$ cat src/rtl/arb_pkg.sv
// Shared constants and the control register layout for the bus arbiter.
package arb_pkg;
    localparam int ID_W      = 4;
    localparam int MAX_MST   = 16;
    localparam int REG_AW    = 5;
    localparam logic [REG_AW-1:0] CTRL_ADDR = 5'd16;

    // Control byte: [7:4] park master, [3:2] reserved (read 0), [1] park on last, [0] park enable
    typedef struct packed {
        logic [ID_W-1:0] park_id;
        logic [1:0]      rsvd;
        logic            park_last;
        logic            park_en;
    } arb_ctrl_t;
endpackage

$ cat src/rtl/arb_order_table.sv
// Priority order table: one master number per level, level 0 first.
// Assumes N is 1..16. USE_LRU picks the variant: a software-written table,
// or a least-recently-used list that hardware rotates on each win.
module arb_order_table #(
    parameter int N       = 4,
    parameter bit USE_LRU = 1'b0
) (
    input  logic         clk,
    input  logic         rst_n,
    input  logic         wr_en,
    input  logic [3:0]   wr_lvl,
    input  logic [3:0]   wr_id,
    input  logic         upd_en,
    input  logic [3:0]   upd_id,
    output logic [N*4-1:0] order_flat
);
    logic [3:0] ord_q [N];

    for (genvar i = 0; i < N; i++) begin : g_out
        assign order_flat[i*4 +: 4] = ord_q[i];
    end

    if (USE_LRU) begin : g_lru
        logic [3:0] ord_nxt [N];
        logic       unused_wr;
        assign unused_wr = ^{wr_en, wr_lvl, wr_id};

        // Next order: drop the winner from its level, close the gap, append it last.
        always_comb begin
            int pos;
            pos = N - 1;
            for (int i = N - 1; i >= 0; i--) begin
                if (ord_q[i] == upd_id) pos = i;
            end
            for (int i = 0; i < N - 1; i++) begin
                ord_nxt[i] = (i < pos) ? ord_q[i] : ord_q[i+1];
            end
            ord_nxt[N-1] = upd_id;
        end

        // Hold the order; reset to identity, rotate on every arbitration win.
        always_ff @(posedge clk) begin
            if (!rst_n) begin
                for (int i = 0; i < N; i++) ord_q[i] <= 4'(i);
            end else if (upd_en) begin
                ord_q <= ord_nxt;
            end
        end
    end else begin : g_fixed
        logic unused_upd;
        assign unused_upd = ^{upd_en, upd_id};

        // Hold the order; reset to identity, software writes one level at a time.
        always_ff @(posedge clk) begin
            if (!rst_n) begin
                for (int i = 0; i < N; i++) ord_q[i] <= 4'(i);
            end else if (wr_en) begin
                for (int i = 0; i < N; i++) begin
                    if (wr_lvl == 4'(i)) ord_q[i] <= wr_id;
                end
            end
        end
    end
endmodule

$ cat src/rtl/arb_pick.sv
// Winner selection: scans the levels and returns the requesting master on
// the lowest level. Master numbers of N or more never match a request.
module arb_pick #(
    parameter int N = 4
) (
    input  logic [N-1:0]   req,
    input  logic [N*4-1:0] order_flat,
    output logic           win_vld,
    output logic [3:0]     win_id
);
    logic [15:0] req_ext;
    assign req_ext = 16'(req);

    // Walk from the last level to level 0 so that the lowest matching level is kept.
    always_comb begin
        logic [3:0] id;
        win_vld = 1'b0;
        win_id  = '0;
        for (int i = N - 1; i >= 0; i--) begin
            id = order_flat[i*4 +: 4];
            if (req_ext[id]) begin
                win_vld = 1'b1;
                win_id  = id;
            end
        end
    end
endmodule

$ cat src/rtl/arb_watchdog.sv
// Slave-response watchdog: counts busy cycles without an acknowledge and
// flags expiry once LIMIT of them have gone by. A restart or an ack clears it.
module arb_watchdog #(
    parameter int LIMIT = 16
) (
    input  logic clk,
    input  logic rst_n,
    input  logic restart,
    input  logic ack,
    input  logic busy,
    output logic expired
);
    localparam int CW = $clog2(LIMIT + 1);
    logic [CW-1:0] cnt_q;

    // Count unacknowledged busy cycles, saturating at LIMIT.
    always_ff @(posedge clk) begin
        if (!rst_n) begin
            cnt_q <= '0;
        end else if (restart || ack) begin
            cnt_q <= '0;
        end else if (busy && cnt_q != CW'(LIMIT)) begin
            cnt_q <= cnt_q + CW'(1);
        end
    end

    assign expired = (cnt_q == CW'(LIMIT));
endmodule

$ cat src/rtl/bus_arbiter_park.sv
// Shared-bus arbiter with parking and a response watchdog.
// Assumes 1 <= N_MASTERS <= 16. The grant is registered, and a new decision
// is made at any edge where the owner is not requesting or has timed out.
module bus_arbiter_park
    import arb_pkg::*;
#(
    parameter int N_MASTERS   = 4,
    parameter bit USE_LRU     = 1'b0,
    parameter int ACK_TIMEOUT = 16
) (
    input  logic                 clk,
    input  logic                 rst_n,
    input  logic [N_MASTERS-1:0] req,
    output logic [N_MASTERS-1:0] gnt,
    input  logic                 slv_ack,
    output logic                 timeout,
    input  logic                 reg_we,
    input  logic [REG_AW-1:0]    reg_addr,
    input  logic [7:0]           reg_wdata,
    output logic [7:0]           reg_rdata
);
    localparam logic [4:0] N_LIM = 5'(N_MASTERS);

    arb_ctrl_t          ctrl_q;
    logic [ID_W-1:0]    owner_q, last_q, win_id, park_tgt;
    logic               own_vld_q, win_vld, busy, hold, park_ok, park_on;
    logic [15:0]        req_ext;
    logic [N_MASTERS*4-1:0] order_flat;
    logic               ctrl_we, lvl_we;

    assign req_ext  = 16'(req);
    assign busy     = own_vld_q && req_ext[owner_q];
    assign hold     = busy && !timeout;
    assign park_tgt = ctrl_q.park_last ? last_q : ctrl_q.park_id;
    assign park_ok  = ctrl_q.park_en && (5'(park_tgt) < N_LIM);
    assign park_on  = ctrl_q.park_en;
    assign ctrl_we  = reg_we && (reg_addr == CTRL_ADDR);
    assign lvl_we   = reg_we && (reg_addr < N_LIM);

    arb_order_table #(.N(N_MASTERS), .USE_LRU(USE_LRU)) u_order (
        .clk(clk), .rst_n(rst_n),
        .wr_en(lvl_we), .wr_lvl(reg_addr[3:0]), .wr_id(reg_wdata[3:0]),
        .upd_en(!hold && win_vld), .upd_id(win_id),
        .order_flat(order_flat)
    );

    arb_pick #(.N(N_MASTERS)) u_pick (
        .req(req), .order_flat(order_flat),
        .win_vld(win_vld), .win_id(win_id)
    );

    arb_watchdog #(.LIMIT(ACK_TIMEOUT)) u_wdog (
        .clk(clk), .rst_n(rst_n),
        .restart(!hold), .ack(slv_ack), .busy(busy),
        .expired(timeout)
    );

    // Owner state: hold, hand to an arbitration winner, park, or release.
    always_ff @(posedge clk) begin
        if (!rst_n) begin
            owner_q   <= '0;
            own_vld_q <= 1'b0;
            last_q    <= '0;
        end else if (!hold) begin
            if (win_vld) begin
                owner_q   <= win_id;
                own_vld_q <= 1'b1;
                last_q    <= win_id;
            end else if (park_ok) begin
                owner_q   <= park_tgt;
                own_vld_q <= 1'b1;
            end else begin
                own_vld_q <= 1'b0;
            end
        end
    end

    // Control register write; reserved bits are stored as zero.
    always_ff @(posedge clk) begin
        if (!rst_n) begin
            ctrl_q <= '0;
        end else if (ctrl_we) begin
            ctrl_q <= '{park_id: reg_wdata[7:4], rsvd: 2'b00,
                        park_last: reg_wdata[1], park_en: reg_wdata[0]};
        end
    end

    // Decode the owner into the one-hot grant vector.
    for (genvar i = 0; i < N_MASTERS; i++) begin : g_gnt
        assign gnt[i] = own_vld_q && (owner_q == 4'(i));
    end

    // Register read mux: levels, control, zero elsewhere.
    always_comb begin
        reg_rdata = '0;
        if (reg_addr == CTRL_ADDR) begin
            reg_rdata = ctrl_q;
        end else begin
            for (int i = 0; i < N_MASTERS; i++) begin
                if (reg_addr == 5'(i)) reg_rdata = {4'b0000, order_flat[i*4 +: 4]};
            end
        end
    end
endmodule

$ cat config.mk
export PLATFORM = sky130hd
export DESIGN_NAME = bus_arbiter_park
export DESIGN_NICKNAME = d
export VERILOG_FILES = /design/src/rtl/arb_pkg.sv /design/src/rtl/arb_order_table.sv /design/src/rtl/arb_pick.sv /design/src/rtl/arb_watchdog.sv /design/src/rtl/bus_arbiter_park.sv
export SDC_FILE = /design/constraint.sdc
export NUM_CORES = 1
export LEC_CHECK = 0
export CORE_MARGIN = 4
export CORE_UTILIZATION = 41
export CTS_BUF_LIST = sky130_fd_sc_hd__clkbuf_16
export DETAILED_ROUTE_END_ITERATION = 12
export DONT_BUFFER_PORTS = 1
export GPL_ROUTABILITY_DRIVEN = 0
export PLACE_DENSITY = 0.68
export REMOVE_ABC_BUFFERS = 1
export SLEW_MARGIN = 20
export SYNTH_ARGS = -nofsm -noshare
export SYNTH_HDL_FRONTEND = slang
export SYNTH_SLANG_ARGS = --single-unit
export TNS_END_PERCENT = 100
$ cat constraint.sdc
create_clock -name clk -period 2 [get_ports clk]
set_input_delay 0.4 -clock clk [delete_from_list [all_inputs] [get_ports clk]]
set_output_delay 0.4 -clock clk [all_outputs]
set_load 0.01 [all_outputs]
==> results.json <==
{
  "status": "complete, no violations",
  "syn_to_final_growth_pct": 16.5,
  "worst_pin_slew_ns": 0.451,
  "pin_count": 34,
  "grt_max_degree": 23,
  "cp_slowest_cell": "mux4_2",
  "drc_errors": 0,
  "syn-mean-instance-area_sq_um": 10.3,
  "clockRootBuffer": "clkbuf_16",
  "nNetsFinal": 231,
  "die_w_um": 77.7,
  "antenna_found_initial": 0,
  "drv_cap": 0,
  "ys_seq_elements": 36,
  "coreArea_sq_um": 4720,
  "h-tree-depth": 2,
  "fin_ws_ns": 0.0211,
  "holdBufCountCts": 0,
  "start_util": 0.422,
  "finalSetupTns_ns": 0,
  "grt_pass1_vias": 1541,
  "synthSimpleGateAreaFrac": 0.266,
  "worstHoldPathCells": 1,
  "insertedDiodeCount": 0,
  "wire_per_inst_um": 15.8,
  "cts.clk_slew.worst_paths_ns": 0.05,
  "max_stage_delay_ns": 0.46,
  "cts.sinks": 36,
  "timing.slew.headroom": 0.696,
  "worstPathMaxFanout": 3,
  "synth-compound-area-share": 0.121,
  "final_common_cell": "dfxtp_1",
  "drive_gt1_frac": 0.177,
  "synthDistinctLibCells": 48,
  "cp.required_ns": 1.60,
  "grt_usage": 0.155,
  "final_core_util": 0.492,
  "cts_buffers": 5,
  "stdcell_count": 276,
  "reg2reg_depth": 6,
  "cts_tree": "yes",
  "wl_mm": 4.37,
  "antenna_left": 0,
  "fin_worst_skew_ns": 0.00392,
  "hold_ws_ns": 0.258,
  "endpoint_kind": "output pin",
  "dp_slack_ns": 0.0287,
  "power_leakage_nw": 0.861,
  "ir_worst_vdd_mv": 0.365,
  "worst_ep_arrival_time_ns": 1.58,
  "finalInstanceArea_sq_um": 2320,
  "placed_cell_area_sq_um": 2140,
  "overflow": 0,
  "rows": 25,
  "power_mw": 1.87,
  "grt_pass1_wl_mm": 7.33,
  "synth_xor_xnor_area_share": 0.0132,
  "vias": 1518,
  "first_pass_iters": 4,
  "hold_violations": 0,
  "synth_top_family_by_area": "simple AND/OR/NAND/NOR gates",
  "criticalPathCategory": "reg -> out",
  "netlist_instances": 193,
  "hp-class": "in -> reg",
  "period_share": 0.989,
  "dp.cells": 266,
  "via_per_inst": 5.50,
  "slew_violations": 0,
  "drt_iter0_drc": 88,
  "ys_seq_area_frac": 0.442,
  "cp-start-kind": "flip-flop",
  "die_area_sq_um": 6040,
  "synthMuxAreaShare": 0.124,
  "io_buffers": 0,
  "yosys_warnings": 0,
  "clock_latency_ns": 0.28,
  "dp_hpwl_mm": 3.35,
  "period_minus_slack_ns": 1.98,
  "powerDensity_nw_per_um2": 804,
  "clk_path_buf_depth": 2,
  "dieHeight_um": 77.7,
  "synth_fa_ha_area_frac": 0.0126,
  "setup_viol": 0,
  "clock.fmax_ghz": 0.505,
  "final_cell_mix": "dfxtp_1, and2_1, edfxtp_1",
  "crit_chain": "buf_4, mux4_2, a22o_1",
  "syn-cell-area_sq_um": 1990
}
==> final cells by class <==
type | instances | area [sq um]
Fill cell | 435 | 2400
Multi-Input combinational cell | 146 | 1070
Sequential cell | 36 | 881
Clock buffer | 5 | 125
Timing Repair Buffer | 14 | 105
Tap cell | 67 | 83.8
Clock inverter | 3 | 37.5
Inverter | 5 | 18.8
==> layer usage <==
layer	track usage	wire length (um)
met1	0.191	1970
met2	0.254	2060
met3	0.0464	265
met4	0.0587	76
met5	0	0
==> cell usage after synthesis, drive strengths merged <==
cell,instances,area share
nor2,14,0.026
nand4,2,0.0063
edfxtp,16,0.24
and3b,2,0.0088
o311a,1,0.0050
a21o,1,0.0044
nor3,4,0.010
nor3b,6,0.023
buf,1,0.0025
nor4b,1,0.0044
nor4,2,0.014
mux2i,6,0.030
o2bb2ai,1,0.0075
mux4,5,0.058
nand3b,2,0.0075
o22ai,1,0.0031
o2111a,1,0.0056
dfxtp,20,0.20
or2,2,0.0063
inv,5,0.0094
mux2,6,0.036
ha,2,0.013
o211ai,2,0.0075
a32o,1,0.0056
or3,7,0.022
nand2,15,0.028
a211oi,1,0.0038
clkbuf,5,0.0094
a22o,3,0.013
xor2,3,0.013
a22oi,1,0.0038
and3,9,0.028
nand3,8,0.020
o21a,1,0.0038
a21oi,2,0.0050
nor2b,1,0.0031
o21ai,5,0.013
nand2b,1,0.0031
nor4bb,1,0.0050
and2,16,0.050
a21boi,10,0.040
==> worst max-delay path, delay by kind of cell, from the launching register on <==
family / cells / cell delay, ns
muxes: 1 / 0.46
buffers and inverters: 1 / 0.17
AOI/OAI and AO/OA: 1 / 0.26
DFF: 1 / 0.42
==> kinds of logic after synthesis <==
family          count (synthesis)
buf+inv                        11
mux                            17
xor+xnor                        3
fa+ha+maj                       2
flops                          36
simple gates                   93
compound gates                 31
==> registers in the layout (all words and copies together) (netlist names) <==
register,cells
ctrl_q,5
last_q,4
u_wdog.cnt_q,5
own_vld_q,1
owner_q,4
park_on,1
u_order.ord_q,16
==> final timing paths <==
| check | start | to | slack, ns |
|---|---|---|---|
| hold / removal | rst_n | owner_q[0] | 0.26 |
| setup reg to reg | u_order.ord_q[0][12] | owner_q[1] | 0.08 |
| hold reg to reg | last_q[1] | last_q[1] | 0.46 |
| setup / recovery | u_order.ord_q[0][4] | reg_rdata[0] | 0.02 |
==> report_power, final <==
group / internal (mW) / switching [mW] / total [mW]
Combinational: 0.103 / 0.0871 / 0.190
Clock: 0.578 / 0.271 / 0.849
Sequential: 0.800 / 0.0279 / 0.828
Total: 1.48 / 0.386 / 1.87
==> repair_timing <==
| action | CTS | global route |
|---|---|---|
| resized for setup | 1 | 1 |
| pin swaps | 1 | 2 |
| cloned | 0 | 0 |
| setup endpoints to repair | 1 | 7 |
| setup buffers | 0 | 2 |
(Power assumes the default switching activity.)
